$ cat src/rtl/nic_pkg.sv
package nic_pkg;
    typedef enum logic [1:0] {
        NS_IDLE      = 2'd0,
        NS_NORM      = 2'd1,
        NS_FAST_NEST = 2'd2,
        NS_FAST      = 2'd3
    } nest_e;
endpackage

$ cat src/rtl/nic_src_bank.sv
module nic_src_bank #(
    parameter int W = 12
) (
    input  logic         clk,
    input  logic         rst_n,
    input  logic [W-1:0] req,
    input  logic         en_wr,
    input  logic [W-1:0] en_wdata,
    input  logic         clr_wr,
    input  logic [W-1:0] clr_data,
    input  logic [W-1:0] take,
    output logic [W-1:0] pend_q,
    output logic [W-1:0] en_q
);
    typedef struct packed {
        logic [W-1:0] prev;
        logic [W-1:0] pend;
        logic [W-1:0] en;
    } bank_t;

    bank_t r_d, r_q;
    logic [W-1:0] rise;
    logic [W-1:0] wipe;

    always_comb begin
        r_d      = r_q;
        rise     = req & ~r_q.prev;
        wipe     = (clr_wr ? clr_data : '0) | take;
        r_d.prev = req;
        r_d.pend = (r_q.pend & ~wipe) | rise;
        if (en_wr) r_d.en = en_wdata;
    end

    always_ff @(posedge clk) begin
        if (!rst_n) r_q <= '0;
        else        r_q <= r_d;
    end

    assign pend_q = r_q.pend;
    assign en_q   = r_q.en;

    for (genvar i = 0; i < W; i++) begin : g_chk
        a_r2_rise_sets: assert property (@(posedge clk) disable iff (!rst_n)
            $rose(req[i]) |=> pend_q[i]);
        a_r3_clear_drops: assert property (@(posedge clk) disable iff (!rst_n)
            (clr_wr && clr_data[i] && !req[i]) |=> !pend_q[i]);
    end
endmodule

$ cat src/rtl/nic_pick.sv
module nic_pick #(
    parameter int W  = 8,
    parameter int IW = 3
) (
    input  logic [W-1:0]  vec,
    output logic          found,
    output logic [IW-1:0] idx
);
    always_comb begin
        found = 1'b0;
        idx   = '0;
        for (int i = W - 1; i >= 0; i--) begin
            if (vec[i]) begin
                found = 1'b1;
                idx   = IW'(i);
            end
        end
    end
endmodule

$ cat src/rtl/nic_nest.sv
module nic_nest
    import nic_pkg::*;
(
    input  logic  clk,
    input  logic  rst_n,
    input  logic  take_fast,
    input  logic  take_norm,
    input  logic  reti,
    output nest_e state
);
    typedef struct packed {
        nest_e st;
    } nest_t;

    nest_t s_d, s_q;

    always_comb begin
        s_d = s_q;
        if (reti) begin
            case (s_q.st)
                NS_FAST_NEST: s_d.st = NS_NORM;
                NS_FAST:      s_d.st = NS_IDLE;
                NS_NORM:      s_d.st = NS_IDLE;
                default:      s_d.st = NS_IDLE;
            endcase
        end else if (take_fast) begin
            s_d.st = (s_q.st == NS_NORM) ? NS_FAST_NEST : NS_FAST;
        end else if (take_norm) begin
            s_d.st = NS_NORM;
        end
    end

    always_ff @(posedge clk) begin
        if (!rst_n) s_q <= '{st: NS_IDLE};
        else        s_q <= s_d;
    end

    assign state = s_q.st;

    a_r8_pop_to_norm: assert property (@(posedge clk) disable iff (!rst_n)
        (state == NS_FAST_NEST && reti) |=> state == NS_NORM);
    a_r7_fast_holds: assert property (@(posedge clk) disable iff (!rst_n)
        (state == NS_FAST && !reti) |=> state == NS_FAST);
    a_r8_idle_reti: assert property (@(posedge clk) disable iff (!rst_n)
        (state == NS_IDLE && reti) |=> state == NS_IDLE);
endmodule

$ cat src/rtl/nest_intc.sv
module nest_intc
    import nic_pkg::*;
#(
    parameter int N_FAST = 3,
    parameter int N_NORM = 8,
    localparam int NORM_W  = N_NORM + 1,
    localparam int N_SRC   = N_FAST + NORM_W,
    localparam int SPAN    = (N_FAST > NORM_W) ? N_FAST : NORM_W,
    localparam int VEC_W   = (SPAN > 1) ? $clog2(SPAN) : 1
) (
    input  logic              clk,
    input  logic              rst_n,
    input  logic [N_FAST-1:0] fast_req,
    input  logic [N_NORM-1:0] norm_req,
    input  logic              brk_req,
    input  logic              en_wr,
    input  logic [N_SRC-1:0]  en_wdata,
    input  logic              clr_wr,
    input  logic [N_SRC-1:0]  clr_data,
    input  logic              ack,
    input  logic              reti,
    output logic              int_valid,
    output logic              int_fast,
    output logic [VEC_W-1:0]  int_vec,
    output logic [N_SRC-1:0]  pend,
    output logic              wake
);
    localparam int FAST_IW = (N_FAST > 1) ? $clog2(N_FAST) : 1;
    localparam int NORM_IW = (NORM_W > 1) ? $clog2(NORM_W) : 1;

    logic [N_SRC-1:0]   req_all, en_q, act, take;
    logic [N_FAST-1:0]  fast_act;
    logic [NORM_W-1:0]  norm_act;
    logic               fast_found, norm_found;
    logic [FAST_IW-1:0] fast_idx;
    logic [NORM_IW-1:0] norm_idx;
    logic               sel_fast, sel_norm, accept;
    nest_e              state;

    assign req_all = {brk_req, norm_req, fast_req};

    nic_src_bank #(.W(N_SRC)) u_bank (
        .clk(clk), .rst_n(rst_n), .req(req_all),
        .en_wr(en_wr), .en_wdata(en_wdata),
        .clr_wr(clr_wr), .clr_data(clr_data),
        .take(take), .pend_q(pend), .en_q(en_q)
    );

    assign act      = pend & en_q;
    assign fast_act = act[N_FAST-1:0];
    assign norm_act = act[N_SRC-1:N_FAST];

    nic_pick #(.W(N_FAST), .IW(FAST_IW)) u_pick_fast (
        .vec(fast_act), .found(fast_found), .idx(fast_idx)
    );
    nic_pick #(.W(NORM_W), .IW(NORM_IW)) u_pick_norm (
        .vec(norm_act), .found(norm_found), .idx(norm_idx)
    );

    always_comb begin
        sel_fast  = fast_found && (state == NS_IDLE || state == NS_NORM);
        sel_norm  = !sel_fast && norm_found && (state == NS_IDLE);
        int_valid = sel_fast || sel_norm;
        int_fast  = sel_fast;
        int_vec   = sel_fast ? VEC_W'(fast_idx) : VEC_W'(norm_idx);
        accept    = ack && int_valid && !reti;
        take      = '0;
        if (accept && sel_fast)      take[int'(fast_idx)] = 1'b1;
        else if (accept && sel_norm) take[N_FAST + int'(norm_idx)] = 1'b1;
    end

    nic_nest u_nest (
        .clk(clk), .rst_n(rst_n),
        .take_fast(accept && sel_fast),
        .take_norm(accept && sel_norm),
        .reti(reti), .state(state)
    );

    assign wake = |act;

    a_r7_fast_blocks: assert property (@(posedge clk) disable iff (!rst_n)
        (state == NS_FAST || state == NS_FAST_NEST) |-> !int_valid);
    a_r6_norm_only_fast: assert property (@(posedge clk) disable iff (!rst_n)
        (state == NS_NORM && int_valid) |-> int_fast);
    a_r5_fast_first: assert property (@(posedge clk) disable iff (!rst_n)
        (int_valid && !int_fast) |-> !(|fast_act));
    a_r10_wake_any: assert property (@(posedge clk) disable iff (!rst_n)
        int_valid |-> wake);
    a_r11_stray_ack: assert property (@(posedge clk) disable iff (!rst_n)
        (ack && !int_valid && !reti) |=> $stable(state));
endmodule

$ cat config.mk
export PLATFORM = sky130hd
export DESIGN_NAME = nest_intc
export DESIGN_NICKNAME = d
export VERILOG_FILES = /design/src/rtl/nic_pkg.sv /design/src/rtl/nic_src_bank.sv /design/src/rtl/nic_pick.sv /design/src/rtl/nic_nest.sv /design/src/rtl/nest_intc.sv
export SDC_FILE = /design/constraint.sdc
export NUM_CORES = 1
export LEC_CHECK = 0
export BUFFER_PORTS_ARGS = -buffer_cell sky130_fd_sc_hd__buf_2
export CAP_MARGIN = 5
export CORE_MARGIN = 2
export CORE_UTILIZATION = 49
export CTS_CLUSTER_DIAMETER = 60
export DETAILED_ROUTE_END_ITERATION = 16
export GPL_ROUTABILITY_DRIVEN = 0
export GPL_TIMING_DRIVEN = 0
export PLACE_DENSITY = 0.78
export SKIP_CTS_REPAIR_TIMING = 1
export SLEW_MARGIN = 20
export SYNTH_ARGS = -nofsm -noshare
export SYNTH_HDL_FRONTEND = slang
export SYNTH_SLANG_ARGS = --single-unit
$ cat constraint.sdc
create_clock -name clk -period 2.4 [get_ports clk]
set_clock_uncertainty 0.05 [all_clocks]
set_input_delay 0.12 -clock clk [delete_from_list [all_inputs] [get_ports clk]]
set_output_delay 0.12 -clock clk [all_outputs]
set_load 0.1 [all_outputs]
== After elaboration in Yosys (flattened, before gate mapping) ==
Cells that the tools add are included.
Storage, ports and cells
  word-level logic and storage cells: 71
  register bits: 38
  output and inout bits: 19
  input bits: 42
Cells by class
  muxes and demuxes: 37
  magnitude comparators: 4
  add/subtract/negate cells: 1
  equality and inequality tests: 2
  reductions and logical operators: 16
  bitwise logic cells: 7
Operators by type and width (count)
  $mux W4: 10
  $and A12 B12 Y12: 3
  $mux W12: 3
  $not A12 Y12: 2
  $or A12 B12 Y12: 2
  $mux W1: 16
  $mux W2: 6
  $reduce_or A12 Y1: 1
  $logic_and A1 B1 Y1: 9
  $add A2 B4 Y5 const A: 1
  $ge A5 B1 Y1 const B: 1
  $lt A2 B5 Y1 const B: 1
  $lt A5 B5 Y1 const B: 1
  $demux W1 S4: 1
  $reduce_bool A3 Y1: 1
  $demux W1 S2: 1
  $eq A2 B1 Y1 const B: 1
  $eq A2 B2 Y1 const B: 1
  $ge A2 B1 Y1 const B: 1
  $logic_not A1 Y1: 2
  $logic_not A2 Y1: 1
  $logic_or A1 B1 Y1: 2

== Logic depth before layout (Yosys ltp) ==
  word-level depth: 22
  mapped depth: 6
  gate-level depth less buffers: 5

== Cells and area by module ==
Synthesis repeated with hierarchy kept, for this count alone.
Unflattened totals
  cells, all modules: 229
  area, all modules: 1984.4 um^2
By module, submodules not included
  nic_src_bank: times used 1, area an instance 1448.9 um^2, seq. area each 720.7 um^2, cells an instance 150
  nest_intc: times used 1, area an instance 329.1 um^2, seq. area each 0.0 um^2, cells an instance 52
  nic_pick at u_pick_norm: times used 1, area an instance 98.8 um^2, seq. area each 0.0 um^2, cells an instance 15
  nic_nest: times used 1, area an instance 87.6 um^2, seq. area each 40.0 um^2, cells an instance 9
  nic_pick at u_pick_fast: times used 1, area an instance 20.0 um^2, seq. area each 0.0 um^2, cells an instance 3

== Worst setup path after synthesis ==
Ideal clock, no wire load.
  kind: register to output
  start point: reg u_bank.r_q, in the netlist u_bank.pend_q[2]
  end point: out int_vec[0]
  arrival time: 3284 ps
  data required time: 2230 ps
  cell stages (with the launch flop): 4
  buffers on the path: 0
  slack: -1054 ps
  path through: dfxtp_1 > a222oi_1 > nor2_1 > o22ai_1
On the way
  cells in the longest elaborated chain, start to end: 6
Ends and longest elaborated chain
  start: declaration: RTL line nic_src_bank.sv:21  | bank_t r_d, r_q;
  start signal: assignment: RTL line nic_src_bank.sv:36  | else r_q <= r_d;
  $and A12 B12 Y12: RTL line nest_intc.sv:49  | assign act = pend & en_q;
  $mux W1 (3 in series): RTL line nic_pick.sv:13  | if (vec[i]) begin
  $logic_and A1 B1 Y1: RTL line nest_intc.sv:61  | sel_fast = fast_found && (state == NS_IDLE || state == NS_NORM);
  via int_fast: RTL line nest_intc.sv:23  | output logic int_fast,
  $mux W4: RTL line nest_intc.sv:65  | int_vec = sel_fast ? VEC_W'(fast_idx) : VEC_W'(norm_idx);
  end: declaration: RTL line nest_intc.sv:24  | output logic [VEC_W-1:0] int_vec,
The timed path passes the listed nets, and every way through them passes these cells.

== Worst setup path after layout ==
  start point: reg u_bank.r_q, in the netlist u_bank.pend_q[4]
  end point: out int_vec[3]
On the way
  cells in the longest elaborated chain, start to end: 4
Ends and longest elaborated chain (RTL line)
  $and A12 B12 Y12: nest_intc.sv:49
  $mux W4 (2 in series): nic_pick.sv:13
  $mux W4: nest_intc.sv:65
Every way passes these cells.

==> reports/metrics.csv <==
stage,metric,value,unit
layout,area_growth,29.60,%
sta,slew_violations,0,
sta,setup_viol,0,
placement,io_buffers,60,
floorplan,fp.dieArea,0.004195,sq mm
clocking,h-tree-depth,2,
detailed_routing,drc,0,
setup_path,path_class,flip-flop to output port,
power,power_leakage,1.121,nW
yosys,synth-warning-count,0,
yosys,yosys-top-cells-count,"38 x dfxtp_1, 34 x nand2_1, 13 x nor2b_1",
min_path,hold_path.class,input pin to flip-flop,
sta,hold_violations,5,
detailed_routing,drtIter0Drc,75,
yosys,synth_edf_count,0,
global_route,grt_use_total,22.62,%
global_route,globalRouteOverflowTotal,0,
layout,nets,328,
setup_path,cp_max_fo,6,
yosys,synth_cells,213,
detailed_routing,firstDrtPassIters,4,
power,powerDensity,743.3,mW/mm^2
layout,utilization,65.02,%
sta,fin_crit_sh,93.78,%
clocking,clkTransAtPathRegs,0.06,ns
detailed_routing,wl,4493,um
layout,multi_input_area,905.9,sq um
floorplan,chipWidth,64.77,um
layout,regArea,760.7,sq um
floorplan,die_h,64.77,um
clocking,cts-root-buf,clkbuf_8,
job,maxCapViolCount,0,
setup_path,crit_arrival,2.08,ns
yosys,synth-seq-cells,38,
yosys,yosysUniqueCellTypes,41,
setup_path,crit_start,u_bank.pend_q[4]$_SDFF_PN0_,
global_route,grtUsageMet1,27.42,%
yosys,syn_area,0.001809,sq mm
power,vdd_ir_drop_max,510.6,uV
setup_path,critPathCaptureType,output port,
detailed_routing,ant_nets,0,
sta,hold_ws,-0.01422,ns
yosys,yosysMostFrequentCell,dfxtp_1,
floorplan,pin_count,61,
min_path,worstHoldPathCells,3,
setup_path,r2r_setup_slack,0.52,ns
yosys,yosysTopAreaCellShare,42.05,%
global_route,first_global_vias,1656,
status,outcome,finished with violations,
clocking,clock-sinks,38,
global_route,busiest_layer,met2,
yosys,netlist_top_cells_area,"dfxtp_1 42%, nand2_1 7.1%, mux2i_1 6.6%",
yosys,synthesis.nets,255,
yosys,ys_seq_area_share,42.05,%
setup_path,cp.required,2.23,ns
setup_path,reg2regPathDepth,6,
detailed_routing,via_per_inst,5.315,
clocking,cts_buffer_depth,2,
clocking,tritoncts,done,
floorplan,initial_core_util,50.17,%
power,p_total,1.743,mW
setup_path,crit_path_end,int_vec[3],
sta,period_needed,2.251,ns
yosys,async_flop_share,0,%
placement,post-dp-hpwl,3383,um
setup_path,r2r-start,u_bank.en_q[2]$_SDFFE_PN0P_,
layout,fill_cells,328,
clocking,cts_buffers,5,
detailed_routing,wl_per_cell,13.49,um
global_route,gr-usage-met2,37.37,%
detailed_routing,via_count,1770,
sta,max_freq,444.3,MHz
setup_path,start_kind,flip-flop,
global_route,grt_max_degree,11,
clocking,insertion_delay,0.28,ns
global_route,grt_util_met3,6.424,%
yosys,syn_area_per_cell,8.494,sq um
sta,grt_setup_unrepaired,false,
placement,dp_cells,321,
layout,diodes,0,
sta,worstMarginPinSlew,0.6681,ns
setup_path,worstReg2RegEnd,u_bank.pend_q[5]$_SDFF_PN0_,
yosys,synth_flop_cell,dfxtp_1,
global_route,antenna_found_initial,0,
global_route,grt_pass1_wl,7224,um
sta,relSlewSlack,55.46,%
floorplan,num_rows,22,
status,violations,hold timing,
yosys,yosys.area.top_type,dfxtp_1,
floorplan,core_region_area,0.003606,sq mm
layout,drive_above_1_share,31.58,%
layout,final_cells,333,
-- how the worst min path moves through the flow --
| stage | start | to | slack [ns] |
|---|---|---|---|
| final | norm_req[1] | u_bank.r_q[28]$_SDFF_PN0_ | -0.01 |
| after global routing | norm_req[0] | u_bank.r_q[27]$_SDFF_PN0_ | 0.0009 |
| after CTS | fast_req[2] | u_bank.r_q[26]$_SDFF_PN0_ | -0.02 |
| after detailed placement | brk_req | u_bank.r_q[35]$_SDFF_PN0_ | 0.28 |
| after floorplan | reti | u_nest.state[1]$_SDFFE_PN0P_ | 0.15 |
| after global placement | fast_req[0] | u_bank.r_q[24]$_SDFF_PN0_ | 0.27 |
-- stage by stage --
step / TNS, ns / instance area, sq um / worst slack [ns]
3_5_place_dp: 0 / 2183 / 0.1070
3_3_place_gp: 0 / 2183 / 0.1606
4_1_cts: -0.2338 / 2266 / -0.09354
5_1_grt: 0 / 2345 / 0.02111
6_report: 0 / 2345 / 0.1492
2_1_floorplan: -0.5105 / 1823 / -0.1785
-- worst max-delay path, cell delays in order, from the launching register on --
cell and delay, ns:
dfxtp_1 0.37, a22oi_1 0.33, nand4_1 0.17, or2_2 0.30, clkbuf_1 0.17, nor2_2 0.12
clkbuf_4 0.33
-- cell families (layout without fill, tap and decap cells) --
group	count (synthesis)	count (layout)	synth area share, %
AO/OA/AOI/OAI	54	54	21.16
buffers and inverters	32	104	9.129
flip-flops	38	38	42.05
multiplexers	12	12	6.639
AND/OR/NAND/NOR	77	77	21.02
-- power by group --
part | internal [mW] | leakage (nW) | switching [mW]
sequential | 0.679 | 0.316 | 0.0462
clock | 0.221 | 0.0431 | 0.195
combinational | 0.165 | 0.762 | 0.438
-- area by class of cell --
class,instances,area share [%]
clock buffer,6,3.522
buffer,20,5.123
tap,48,2.561
timing repair buffer,66,15.80
sequential,38,32.44
multi-input combinational,143,38.63
inverter,12,1.921
-- state kept, by name, indices dropped and copies added (netlist names) --
name	flops
u_bank.en_q	12
u_nest.state	2
u_bank.pend_q	12
u_bank.r_q	12
-- placed cells by master (no fill, tap or decap), drive strengths merged, types with 3 or more instances in the layout --
cell	n
nor2b	13
nand3	8
a22oi	6
clkbuf	13
o21ai	7
mux2i	12
o21a	3
nand2	34
buf	75
inv	12
dlygate4sd3	4
dfxtp	38
o211ai	7
o22ai	5
nor2	6
a21oi	8
-- metal layers --
layer	wire length, um	share of wire, %	vias up
li1	-	-	893
met3	206	4.6	6
met1	2138	48	819
met5	0	0	-
met4	68	1.5	0
met2	2080	46	52
Note: power is estimated with default switching activity, not from simulation.
